**src/rtl/bbm_pkg.sv**
```systemverilog
package bbm_pkg;

    typedef enum logic [1:0] {
        CYC_NONE  = 2'd0,
        CYC_FETCH = 2'd1,
        CYC_DATA  = 2'd2,
        CYC_ANY   = 2'd3
    } cyc_sel_e;

    typedef enum logic [1:0] {
        DIR_ANY0  = 2'd0,
        DIR_READ  = 2'd1,
        DIR_WRITE = 2'd2,
        DIR_ANY1  = 2'd3
    } dir_sel_e;

    typedef enum logic [1:0] {
        SZ_BYTE = 2'd0,
        SZ_WORD = 2'd1,
        SZ_LONG = 2'd2,
        SZ_ANY  = 2'd3
    } size_sel_e;

    typedef enum logic {
        KIND_DATA  = 1'b0,
        KIND_FETCH = 1'b1
    } cyc_kind_e;

    // control register layout: [5:4] size, [3:2] direction, [1:0] cycle type
    typedef struct packed {
        size_sel_e size;
        dir_sel_e  dir;
        cyc_sel_e  cyc;
    } chan_ctrl_t;

    typedef struct packed {
        cyc_kind_e  kind;
        logic       write;
        logic [1:0] size;
    } cyc_attr_t;

    localparam int CTRL_W = $bits(chan_ctrl_t);

    localparam logic [1:0] REG_ADDR = 2'd0;
    localparam logic [1:0] REG_MASK = 2'd1;
    localparam logic [1:0] REG_CTRL = 2'd2;
    localparam logic [1:0] REG_CLR  = 2'd3;

    function automatic logic kind_ok(cyc_sel_e sel, cyc_kind_e kind);
        case (sel)
            CYC_FETCH: return kind == KIND_FETCH;
            CYC_DATA:  return kind == KIND_DATA;
            CYC_ANY:   return 1'b1;
            default:   return 1'b0;
        endcase
    endfunction

    function automatic logic dir_ok(dir_sel_e sel, logic write);
        case (sel)
            DIR_READ:  return !write;
            DIR_WRITE: return write;
            default:   return 1'b1;
        endcase
    endfunction

    function automatic logic size_ok(size_sel_e sel, logic [1:0] size);
        if (sel == SZ_ANY) return 1'b1;
        return size == 2'(sel);
    endfunction

endpackage

```
**src/rtl/bbm_classify.sv**
```systemverilog
module bbm_classify
    import bbm_pkg::*;
#(
    parameter int          MASTER_W = 2,
    parameter logic [MASTER_W-1:0] CPU_ID = '0
) (
    input  logic                bus_fetch,
    input  logic                bus_write,
    input  logic [1:0]          bus_size,
    input  logic [MASTER_W-1:0] bus_master,
    output cyc_attr_t           attr
);
    // Only the CPU issues instruction fetches (fetch-triggered fills included);
    // every other master, the DMA engine among them, is a data access.
    always_comb begin
        attr.kind  = (bus_fetch && bus_master == CPU_ID) ? KIND_FETCH : KIND_DATA;
        attr.write = bus_write;
        attr.size  = bus_size;
    end
endmodule

```
**src/rtl/bbm_channel.sv**
```systemverilog
module bbm_channel
    import bbm_pkg::*;
#(
    parameter int ADDR_W = 32,
    parameter int CH_W   = 1,
    parameter int CH_IDX = 0
) (
    input  logic              clk,
    input  logic              rst,
    input  logic              cfg_we,
    input  logic [CH_W-1:0]   cfg_ch,
    input  logic [1:0]        cfg_reg,
    input  logic [ADDR_W-1:0] cfg_wdata,
    input  logic              bus_valid,
    input  logic [ADDR_W-1:0] bus_addr,
    input  cyc_attr_t         attr,
    output logic              hit,
    output logic              flag
);
    logic [ADDR_W-1:0] cmp_q;
    logic [ADDR_W-1:0] ign_q;
    chan_ctrl_t        ctrl_q;
    logic              sel;

    assign sel = cfg_we && (cfg_ch == CH_W'(CH_IDX));

    always_ff @(posedge clk) begin
        if (rst) begin
            cmp_q  <= '0;
            ign_q  <= '0;
            ctrl_q <= '{size: SZ_ANY, dir: DIR_ANY0, cyc: CYC_NONE};
        end else if (sel) begin
            case (cfg_reg)
                REG_ADDR: cmp_q  <= cfg_wdata;
                REG_MASK: ign_q  <= cfg_wdata;
                REG_CTRL: ctrl_q <= chan_ctrl_t'(cfg_wdata[CTRL_W-1:0]);
                default:  ;
            endcase
        end
    end

    logic addr_eq;
    assign addr_eq = (((bus_addr ^ cmp_q) & ~ign_q) == '0);

    always_comb begin
        hit = bus_valid && addr_eq
            && kind_ok(ctrl_q.cyc, attr.kind)
            && dir_ok(ctrl_q.dir, attr.write)
            && size_ok(ctrl_q.size, attr.size);
    end

    // set has priority over a simultaneous clear
    always_ff @(posedge clk) begin
        if (rst)
            flag <= 1'b0;
        else if (hit)
            flag <= 1'b1;
        else if (sel && cfg_reg == REG_CLR)
            flag <= 1'b0;
    end
endmodule

```
**src/rtl/bus_break_matcher.sv**
```systemverilog
module bus_break_matcher
    import bbm_pkg::*;
#(
    parameter int ADDR_W   = 32,
    parameter int NUM_CH   = 2,
    parameter int MASTER_W = 2,
    parameter logic [MASTER_W-1:0] CPU_ID = '0,
    localparam int CH_W    = (NUM_CH > 1) ? $clog2(NUM_CH) : 1,
    localparam int CFG_AW  = CH_W + 2
) (
    input  logic                clk,
    input  logic                rst,
    input  logic                cfg_we,
    input  logic [CFG_AW-1:0]   cfg_addr,
    input  logic [ADDR_W-1:0]   cfg_wdata,
    input  logic                bus_valid,
    input  logic [ADDR_W-1:0]   bus_addr,
    input  logic                bus_fetch,
    input  logic                bus_write,
    input  logic [1:0]          bus_size,
    input  logic [MASTER_W-1:0] bus_master,
    input  logic                cpu_block,
    output logic [NUM_CH-1:0]   match_flag,
    output logic                break_req
);
    cyc_attr_t         attr;
    logic [NUM_CH-1:0] hits;

    bbm_classify #(.MASTER_W(MASTER_W), .CPU_ID(CPU_ID)) u_cls (
        .bus_fetch (bus_fetch),
        .bus_write (bus_write),
        .bus_size  (bus_size),
        .bus_master(bus_master),
        .attr      (attr)
    );

    for (genvar g = 0; g < NUM_CH; g++) begin : g_ch
        bbm_channel #(.ADDR_W(ADDR_W), .CH_W(CH_W), .CH_IDX(g)) u_ch (
            .clk      (clk),
            .rst      (rst),
            .cfg_we   (cfg_we),
            .cfg_ch   (cfg_addr[CFG_AW-1:2]),
            .cfg_reg  (cfg_addr[1:0]),
            .cfg_wdata(cfg_wdata),
            .bus_valid(bus_valid),
            .bus_addr (bus_addr),
            .attr     (attr),
            .hit      (hits[g]),
            .flag     (match_flag[g])
        );
    end

    always_ff @(posedge clk) begin
        if (rst)
            break_req <= 1'b0;
        else
            break_req <= (|hits) && !cpu_block;
    end
endmodule

```
**config.mk**
```make
export PLATFORM = sky130hd
export DESIGN_NAME = bus_break_matcher
export DESIGN_NICKNAME = d
export VERILOG_FILES = /design/src/rtl/bbm_pkg.sv /design/src/rtl/bbm_classify.sv /design/src/rtl/bbm_channel.sv /design/src/rtl/bus_break_matcher.sv
export SDC_FILE = /design/constraint.sdc
export NUM_CORES = 1
export LEC_CHECK = 0
export CAP_MARGIN = 5
export CORE_AREA = 2 2 119 121
export CTS_CLUSTER_SIZE = 40
export DETAILED_ROUTE_END_ITERATION = 8
export DIE_AREA = 0 0 121 123
export DONT_BUFFER_PORTS = 1
export PLACE_DENSITY = 0.6
export SETUP_SLACK_MARGIN = 0.1
export SYNTH_ARGS = -nofsm -noshare
export SYNTH_HDL_FRONTEND = slang
export SYNTH_SLANG_ARGS = --single-unit
```
**constraint.sdc**
```tcl
create_clock -name clk -period 4.2 [get_ports clk]
set_input_delay 0.84 -clock clk [delete_from_list [all_inputs] [get_ports clk]]
set_output_delay 0.84 -clock clk [all_outputs]
set_load 0.005 [all_outputs]
```
==> results.txt <==
The die is 123 microns tall. The worst ir drop on vdd came out at 0.000272 V. For the post-route antenna net violation count, the log shows 0. Between clock sinks in the finished design, the worst skew comes to 0.00460 ns. The number of cells on the worst reg-to-reg path is 6.

The kind of start point of the critical path was an input pin. The layout has 1297 filler cells. The die covers 14900 sq um. The later pin in the worst-skew pair is clocked with a latency of 0.42 ns. The switching power summed over all nets was 648 uW. Of all cell types, the one taking the most synthesized area is sky130_fd_sc_hd__dfxtp_1. After clock tree synthesis, the setup repair step added 0 buffers.

Hold repair after CTS inserted 0 buffers. The first global-routing pass estimated 26400 microns of wire. Traced cell by cell, the critical path runs through nand2b_1, nor3_2, buf_4, nand2_1, a21oi_1. The area of the core is 13600 sq um. For the reg2reg setup slack, the log shows 2.32 ns. The die width is 121 microns. The initial antenna violation count was 0; the share of final-layout standard cells stronger than drive strength 1 was 6.02%. The endpoint identified for the worst register-to-register timing path is break_req$_SDFF_PP0_.

Among all flip-flop cells after synthesis, the most frequent one is sky130_fd_sc_hd__dfxtp_1. The initial cell density of the core was 43.7%. The design draws 2970 uW. Post-CTS repair changed the size of 0 cells. The internal portion of the total power is 2320 uW. The logs give 0 for the count of pins over their slew limit and 2860 sq um for the total area of sequential cells.

Timing would allow up to 0.495 GHz. Setup violations remaining at the end of the flow were counted as 0. Setup repair after global routing left no endpoint under its margin. The detailed router placed 4952 vias in this run. The analysis attributes to cell leakage a power of 0.00207 uW. The proportion of synthesized flip-flops having asynchronous set or reset is 0%. Port buffering added 0 buffers.

At the pin with the least slew margin, the transition time is 0.923 ns. 81 I/O pins were placed. The share of the Yosys chip area taken by registers is 48.1%. The launch point of the worst reg-to-reg path was g_ch[0].u_ch.ctrl_q[2]$_SDFFE_PP0P_. Headroom to the max-slew limit: 38.3%. In the final routed layout, each cell accounts on average for 18.4 microns. Once layout is complete, the cells apart from fillers number 928.

After synthesis the netlist holds a flip-flop and latch count of 143. The number of DRC markers after the initial detailed-route iteration is 510, and the number of vias per cell after detailed routing is 5.34. For this run, the slowest stage of the critical path takes 0.65 ns. The repair_antennas step left the layout with diodes totalling 0.

The share of Yosys cell area claimed by the top area cell type was 48.1%; the cell count after placement was 897. At the worst endpoint, the required time is 4.54 ns. The worst setup path is captured at a flop.

The worst hold path belongs to the class reg2reg. Detailed placement finished with a half-perimeter wire length of 11400 microns. The clock network accounts for 47.5% of the total power. Of the total power, registers draw 47.2%. The tools report the via count of the first global-routing pass as 4746.

The synthesized netlist occupies a cell area of 5950 sq um. For this run the aggregate overflow at the end of global routing stands at 0. Mean instance size in the synthesized netlist: 7.93 sq um. Summed over all layers, the routed wires come to 17000 microns.

In the finished design, the share of the clock period the worst path needs comes to 48.1%. The run finished with clean final reports. By area the synthesized netlist is led by sky130_fd_sc_hd__dfxtp_1, sky130_fd_sc_hd__nand2_1, sky130_fd_sc_hd__a21oi_1. Clock-pin slew was measured on the worst setup and hold paths at 0.06 ns. After routing, the total negative slack on setup checks comes to 0 ns. Entering global routing, the biggest net connects 144 pins. Yosys printed 0 warnings. Final hold analysis gives a worst-case slack of 0.448 ns.

The synthesis-to-layout area growth works out to 11.5%. The most common library cell in the layout ignoring fill and taps is sky130_fd_sc_hd__nand2_1. The first-pass detailed-route iteration total is 5, and the cell row count is 43. Dividing total power by cell area gives a power density of 448 nW/um^2. For the finished layout, the period the worst path requires is 2.02 ns. The count of different cell masters after synthesis came out at 28. The switching part of the total power came out at 21.8%. In this run the most critical hold path is launched from g_ch[0].u_ch.ign_q[17]$_SDFFE_PP0P_.

The cell depth of the worst hold path is 2. The logs give 2920 sq um for the multi-input logic area and 23.8% for the overall routing resource usage. Cells fill 48.8% of the core in the end. At the worst endpoint, the arrival time is 2.36 ns. After technology mapping, the gate count stands at 751.

In the routed design, unresolved DRC markers number 0. The endpoint of the worst hold-timing path was g_ch[0].u_ch.ign_q[17]$_SDFFE_PP0P_. TritonCTS built the clock tree. The H-tree generated during clock tree synthesis spans 4 levels. Routability-driven placement finished with a final weighted congestion of 0.859. Counting every sink on the clock net gives 143. Counting every net in the synthesized netlist gives 833.

The hold violation total from the final report came out at 0. Max-cap violation count: 0. In this run the deepest clock path goes through 2 buffers. The largest individual stage delay along the critical path comes from the cell sky130_fd_sc_hd__nor3_2.

Final net count: 818. The top cell types in the final layout, fill and taps aside, are sky130_fd_sc_hd__nand2_1, sky130_fd_sc_hd__dfxtp_1, sky130_fd_sc_hd__a21oi_1. The number of enable flip-flop cells after synthesis works out to 0.

The critical path start-end classification was in2reg. Combinational logic burns 5.2% of the power. The clock root buffer master was sky130_fd_sc_hd__clkbuf_16.

Clock tree synthesis inserted a total of 17 buffers. The biggest fanout along the worst timing path works out to 22.
-- cells in the mapped netlist (3+ instances only) --
cell and n:
sky130_fd_sc_hd__nor2b_1 6, sky130_fd_sc_hd__a21oi_1 133, sky130_fd_sc_hd__a211o_1 4, sky130_fd_sc_hd__o21ai_0 3
sky130_fd_sc_hd__inv_1 6, sky130_fd_sc_hd__nor4_1 5, sky130_fd_sc_hd__nor2_1 14, sky130_fd_sc_hd__nand2_1 262
sky130_fd_sc_hd__o22ai_1 32, sky130_fd_sc_hd__nand2b_1 3, sky130_fd_sc_hd__xnor2_1 64, sky130_fd_sc_hd__nor3_1 5
sky130_fd_sc_hd__dfxtp_1 143, sky130_fd_sc_hd__ha_1 4, sky130_fd_sc_hd__mux2i_1 10, sky130_fd_sc_hd__clkbuf_1 40
-- logic make-up (layout without fill, tap and decap cells) --
| family | count (synthesis) | count (layout) | synth area share [%] |
|---|---|---|---|
| AND/OR/NAND/NOR | 303 | 303 | 20.3 |
| AO/OA/AOI/OAI | 177 | 177 | 16.1 |
| flip-flops | 143 | 143 | 48.1 |
| XOR/XNOR | 64 | 64 | 9.42 |
| buffers and inverters | 48 | 45 | 3.15 |
| multiplexers | 12 | 12 | 2.06 |
| adder cells (fa/ha/maj) | 4 | 4 | 0.841 |
-- metal layers --
layer,part of all wire [%],global-route usage (%)
met1,44,30.3
met2,47,38.9
met3,6.7,7.20
met4,1.3,7.49
met5,0,0
-- registers in the layout, summed over array words and instances, names as in the netlist --
signal	count
g_ch.u_ch.cmp_q	64
g_ch.u_ch.ign_q	64
g_ch.u_ch.flag	2
g_ch.u_ch.ctrl_q	12
break_req	1
-- how the worst max path moves through the flow --
stage                      from                             endpoint  slack (ns)  cells past startpoint
floorplan           bus_addr[3]                 break_req$_SDFF_PP0_        2.02                      6
global placement    cfg_addr[2]  g_ch[0].u_ch.cmp_q[21]$_SDFFE_PP0P_        1.85                      5
detailed placement  cfg_addr[2]  g_ch[0].u_ch.cmp_q[20]$_SDFFE_PP0P_        1.79                      5
CTS                 cfg_addr[2]  g_ch[0].u_ch.cmp_q[20]$_SDFFE_PP0P_        2.21                      5
global route        cfg_addr[2]   g_ch[0].u_ch.cmp_q[7]$_SDFFE_PP0P_        2.10                      5
finish              cfg_addr[2]  g_ch[0].u_ch.cmp_q[20]$_SDFFE_PP0P_        2.18                      5
-- per-stage QoR --
stage / setup slack (ns) / area [sq um]
global placement: 1.85 / 6090
detailed placement: 1.79 / 6090
CTS: 2.21 / 6640
floorplan: 2.02 / 5950
finish: 2.18 / 6640
global route: 2.10 / 6640
-- power groups by stage --
stage / clock [uW] / sequential [uW] / combinational [uW]
after CTS: 1430 / 1400 / 157
after global routing: 1490 / 1410 / 170
after floorplan: 0 / 1430 / 133
after global placement: 0 / 1430 / 153
after detailed placement: 0 / 1430 / 156
final: 1410 / 1400 / 156
-- cell type report --
| cell class | count | share of cell area, % |
|---|---|---|
| multi-input cells | 560 | 43.9 |
| flip-flops and latches | 143 | 43.1 |
| clock buffers | 24 | 7.41 |
| well taps | 180 | 3.39 |
| clock inverters | 7 | 0.905 |
| repair buffers | 8 | 0.905 |
| inverters | 6 | 0.339 |
-- worst max-delay path, delay by kind of cell --
kind                   cells  cell delay [ns]
buffers and inverters      1             0.41
AO/OA/AOI/OAI              1             0.14
AND/OR/NAND/NOR            3             0.96
No activity file was read; power rests on OpenSTA's default activity.
